## src/rtl/jl_pkg.sv

```systemverilog
package jl_pkg;
  // Lock states: open, armed by an indirect jump, tripped after a violation.
  typedef enum logic [1:0] {
    LK_OPEN    = 2'd0,
    LK_ARMED   = 2'd1,
    LK_TRIPPED = 2'd2
  } lk_state_e;
endpackage

```

## src/rtl/jl_slot_step.sv

```systemverilog
module jl_slot_step
  import jl_pkg::*;
(
  input  lk_state_e st_in,
  input  logic      slot_valid,
  input  logic      slot_ijmp,
  input  logic      slot_mark,
  output lk_state_e st_out,
  output logic      slot_viol
);
  // One retiring instruction applied to the lock state.
  always_comb begin
    st_out    = st_in;
    slot_viol = 1'b0;
    if (slot_valid) begin
      case (st_in)
        LK_OPEN: begin
          // A marker here is harmless; a jump arms the lock.
          if (slot_ijmp) st_out = LK_ARMED;
        end
        LK_ARMED: begin
          if (slot_mark) begin
            // Release first, then re-arm if this landing is itself a jump.
            st_out = slot_ijmp ? LK_ARMED : LK_OPEN;
          end else begin
            st_out    = LK_TRIPPED;
            slot_viol = 1'b1;
          end
        end
        default: st_out = LK_TRIPPED;
      endcase
    end
  end
endmodule

```

## src/rtl/jl_commit_chain.sv

```systemverilog
module jl_commit_chain
  import jl_pkg::*;
#(
  parameter int COMMIT_W = 4,
  parameter int PC_W     = 32,
  parameter int SLOT_W   = 2
) (
  input  lk_state_e                  st_start,
  input  logic [COMMIT_W-1:0]        c_valid,
  input  logic [COMMIT_W-1:0]        c_ijmp,
  input  logic [COMMIT_W-1:0]        c_mark,
  input  logic [COMMIT_W*PC_W-1:0]   c_pc,
  output lk_state_e                  st_end,
  output logic                       any_viol,
  output logic [COMMIT_W-1:0]        viol_vec,
  output logic [PC_W-1:0]            viol_pc,
  output logic [SLOT_W-1:0]          viol_slot
);
  lk_state_e st_link [COMMIT_W+1];

  assign st_link[0] = st_start;

  // Program-order ripple: each slot sees the state left by the slots below it.
  for (genvar g = 0; g < COMMIT_W; g++) begin : g_slot
    jl_slot_step u_step (
      .st_in      (st_link[g]),
      .slot_valid (c_valid[g]),
      .slot_ijmp  (c_ijmp[g]),
      .slot_mark  (c_mark[g]),
      .st_out     (st_link[g+1]),
      .slot_viol  (viol_vec[g])
    );
  end

  assign st_end   = st_link[COMMIT_W];
  assign any_viol = |viol_vec;

  // Lowest violating slot wins.
  always_comb begin
    viol_pc   = '0;
    viol_slot = '0;
    for (int i = COMMIT_W - 1; i >= 0; i--) begin
      if (viol_vec[i]) begin
        viol_pc   = c_pc[i*PC_W +: PC_W];
        viol_slot = SLOT_W'(i);
      end
    end
  end
endmodule

```

## config.mk

```make
export PLATFORM = sky130hd
export DESIGN_NAME = jl_commit_chain
export DESIGN_NICKNAME = d
export VERILOG_FILES = /design/src/rtl/jl_pkg.sv /design/src/rtl/jl_slot_step.sv /design/src/rtl/jl_commit_chain.sv
export SDC_FILE = /design/constraint.sdc
export NUM_CORES = 1
export LEC_CHECK = 0
export BUFFER_PORTS_ARGS = -buffer_cell sky130_fd_sc_hd__buf_2
export CAP_MARGIN = 20
export CORE_AREA = 2 2 72 74
export DETAILED_ROUTE_END_ITERATION = 6
export DIE_AREA = 0 0 74 76
export MAX_ROUTING_LAYER = met4
export PLACE_DENSITY = 0.76
export SETUP_SLACK_MARGIN = 0.15
export SYNTH_ARGS = -nofsm -noshare
export SYNTH_HDL_FRONTEND = slang
export SYNTH_HIERARCHICAL = 1
export SYNTH_SLANG_ARGS = --single-unit
```

## constraint.sdc

```tcl
create_clock -name vclk -period 3.15
set_clock_uncertainty 0.1 [all_clocks]
set_input_delay 0.315 -clock vclk [all_inputs]
set_output_delay 0.315 -clock vclk [all_outputs]
set_load 0.005 [all_outputs]
```

## Word level (Yosys, flattened, before mapping)

Cells that the tools add are included.

- Memories: 0
- Bits in writable memories: 0
- Bits in registers: 0
- ROM bits: 0
- Word-level logic and storage cells: 49
- Output and inout port bits: 41
- Bits in latches: 0
- Bits of input ports: 142

- Equal/unequal tests: 4
- Shift operators: 0
- Divide/modulo/power cells: 0
- $add $sub $neg: 0
- Order comparisons: 0
- Reduce and logical (&&, ||, !) cells: 5
- Multiplexer cells: 40
- Bitwise logic cells: 0
- Multipliers: 0

Operators with widths:

| kind | count |
|---|---|
| two-way mux 32 bit | 4 |
| two-way mux 2 bit | 16 |
| two-way mux 1 bit | 16 |
| one-hot mux 2 bit (2 select lines) | 4 |
| equality test 2 x 1 -> 1 bit, second input constant | 4 |
| zero test 2 bit | 4 |
| OR reduction 4 bit | 1 |

## Longest topological paths before layout

- Depth after elaboration: 17
- Mapped depth: 12
- Gate-level depth less buffers: 11

## Modules after synthesis

The synthesis kept the hierarchy.

Modules (own cells, without submodules):

| module | times used | cells each | area each (sq um) |
|---|---|---|---|
| jl_commit_chain | 1 | 124 | 835.8 |
| jl_slot_step | 4 | 7 | 47.5 |

## Least setup slack after synthesis

OpenSTA, ideal clock, no wires.

- Path type: input to output
- From: input port c_mark[0]
- To: output port viol_pc[20]
- Arrival: 2.442 ns
- Cell stages on the path: 12
- Path buffers: 1
- Path slack: 0.293 ns
- Path through: nand2b_4 > a41o_1 > nor2b_1 > a41o_1 > nand2b_4 > a41o_1 > nand2b_4 > nor3_1 > nor2b_4 > buf_6 > a22oi_1 > a21oi_1

RTL lines:

| what | RTL line | source |
|---|---|---|
| start: declaration | jl_commit_chain.sv:11 | `input logic [COMMIT_W-1:0] c_mark,` |
| end: declaration | jl_commit_chain.sv:16 | `output logic [PC_W-1:0] viol_pc,` |

==> results.cfg <==
[worst_setup_path]
path_class = input port to output port
cp_cell_sequence = buf_2 > nand2b_4 > a41o_1 > nor2b_1 > a41o_1 > nand2b_4 > a41o_1 > nand2b_4 > nor3_4 > nor2b_4 > buf_12 > a22oi_1 > a21oi_1 > buf_2
endpoint_kind = output port
cp_data_arrival_time_ns = 2.49
worstPathRequired_ns = 2.73
max_stage_delay_ns = 0.27
cp_max_fo = 19
critPathSlowestCell = a41o_1
crit_path_start_kind = input port

[synth]
yosysSeqAreaShare_pct = 0
synth.avg_cell_area_um2 = 6.75
synthAdderAreaFrac_pct = 0
synthSimpleGateAreaFrac_pct = 18.0
synthXorXnorAreaFrac_pct = 0
ys_warn_count = 6
synth_compound_area_share_pct = 66.3
ys_types = 21
syn_inst = 152
synth_mux_area_share_pct = 0
synth.cell_area_mm2 = 0.00103
synth_top_family_by_area = compound AO/OA/AOI/OAI gates
syn-num-nets = 294

[final_layout]
utilization_pct = 41.4
design.seq.count = 0
n_clock_buffer = 0
final_common_cell = buf_2
seq_area_um2 = 0
final_cell_mix = 183 x buf_2, 31 x o22ai_1, 30 x a22oi_1
area_growth_syn_to_layout_pct = 98.2
num_antenna_cells = 0
drive_gt1_share_pct = 64.5
nets = 476

[global_route]
grt_max_degree = 32
gr-total-overflow = 0
antenna_found_initial = 0
grt_pass1_wl_um = 7730
track_usage_pct = 16.6
grt_pass1_vias = 1859

[power]
p_leak_nw = 1.15
ir_drop_mv = 0.0576
power.density_mw_per_mm2 = 101

[place]
hpwl_um = 4270
io_buffers = 183
place_congestion = 0.800

[timing]
hold_viol_final = 0
slew_violations = 0
rsz0062_at_grt = true
tightest_slew_ns = 0.368
setup-tns-final_ns = 0
final.min_clock_period_ns = 2.91
fin_crit_sh_pct = 92.3
max_freq_mhz = 344
setup_viol = 0
maxSlewHeadroom_pct = 75.5

[hold_path]
min_path_type = input port to output port
worstHoldStart = c_ijmp[3]
hold_end = st_end[0]
holdPathStages = 3

[route]
vias_per_cell = 4.77
num_vias = 1918
antenna_left = 0
first_pass_iters = 4
first_iter_violations = 66
drt-total-wl_um = 5190
wl_per_cell_um = 12.9
drc = 0

[run]
cap_violations = 0

[run_status]
outcome = finished, final reports clean

[die]
ios = 183
fp-row-count = 26
core_mm2 = 0.00491
die_w_um = 74
dieArea_mm2 = 0.00562
die_y_um = 76
start_util_pct = 20.9

[clock_network]
cts_hold_buffers = 0
[area by class of cell]
type / instances / area [µm²]
tap: 70 / 87.6
multi-input combinational: 127 / 882
fill: 526 / 2880
inverter: 9 / 33.8
timing repair buffer: 196 / 1030
[logic make-up (layout without fill, tap and decap cells)]
group                  count (synthesis)  count (layout)
and+or+nand+nor                       25              25
buffers and inverters                 25             205
AOI/OAI and AO/OA                    102             102
[worst max-delay path, delay by kind of cell]
kind            cells  cell delay, ns
buf+inv             3            0.41
simple gates        6            0.79
compound gates      5            0.96
[metal layers]
metal / up-vias / global-route usage (%) / routed length (µm)
li1: 977 / - / -
met1: 833 / 17.4 / 2120
met2: 106 / 33.8 / 2650
met3: 2 / 0.926 / 397
met4: 0 / 1.27 / 15
met5: - / - / 0
[through the flow]
| stage | cell area [µm²] | setup WS [ns] | cells | hold slack, ns | power [mW] |
|---|---|---|---|---|---|
| after floorplan | 1030 | 0.293 | 152 | 0.612 | 0.0752 |
| after global placement | 2000 | 0.148 | 400 | 0.858 | 0.199 |
| after detailed placement | 2000 | 0.0934 | 400 | 0.857 | 0.202 |
| after CTS | 2020 | 0.170 | 401 | 0.861 | 0.204 |
| after global routing | 2030 | 0.103 | 402 | 0.882 | 0.225 |
| final | 2030 | 0.243 | 402 | 0.862 | 0.205 |
[cells in the mapped netlist]
cell | number | area (µm²)
o22ai_1 | 31 | 194
inv_1 | 9 | 33.8
a21oi_2 | 9 | 78.8
or3b_1 | 1 | 8.76
nor3_1 | 5 | 25.0
nor2b_4 | 1 | 13.8
nand2b_4 | 5 | 68.8
a31oi_1 | 2 | 12.5
nor2_2 | 1 | 6.26
a21oi_1 | 21 | 105
nor2_1 | 3 | 11.3
buf_2 | 8 | 40.0
o21ai_1 | 4 | 20.0
nor2b_1 | 4 | 25.0
nand3b_1 | 2 | 15.0
buf_4 | 1 | 7.51
buf_6 | 7 | 78.8
o21ai_0 | 1 | 5.00
a22oi_1 | 30 | 225
a41o_1 | 4 | 40.0
nand2_1 | 3 | 11.3
[worst max-delay path by stage]
stage              start     endpoint  slack (ns)  cells past startpoint
2_1_floorplan  c_mark[0]  viol_pc[20]        0.29                     12
3_3_place_gp   c_mark[0]  viol_pc[25]        0.15                     14
3_5_place_dp   c_mark[0]  viol_pc[25]        0.09                     14
4_1_cts        c_mark[0]  viol_pc[25]        0.17                     14
5_1_grt        c_mark[0]   viol_pc[9]        0.10                     14
6_report       c_mark[0]  viol_pc[17]        0.24                     14
[where the power goes]
group	internal (mW)	switching, mW	leakage (nW)	total [mW]
Combinational	0.117	0.0880	1.15	0.205
Sequential	0	0	0	0
Clock	0	0	0	0
Total	0.117	0.0880	1.15	0.205
[repair_timing]
| action | 4_1_cts | 5_1_grt |
|---|---|---|
| buffers inserted | 1 | 1 |
| gates resized for setup | 1 | 2 |
| pin swaps | 0 | 2 |
| gates cloned | 0 | 0 |
| endpoints found under the hold margin | 0 | 0 |
| endpoints found under the setup margin | 28 | 30 |
No activity file was read; power rests on OpenSTA's default activity.
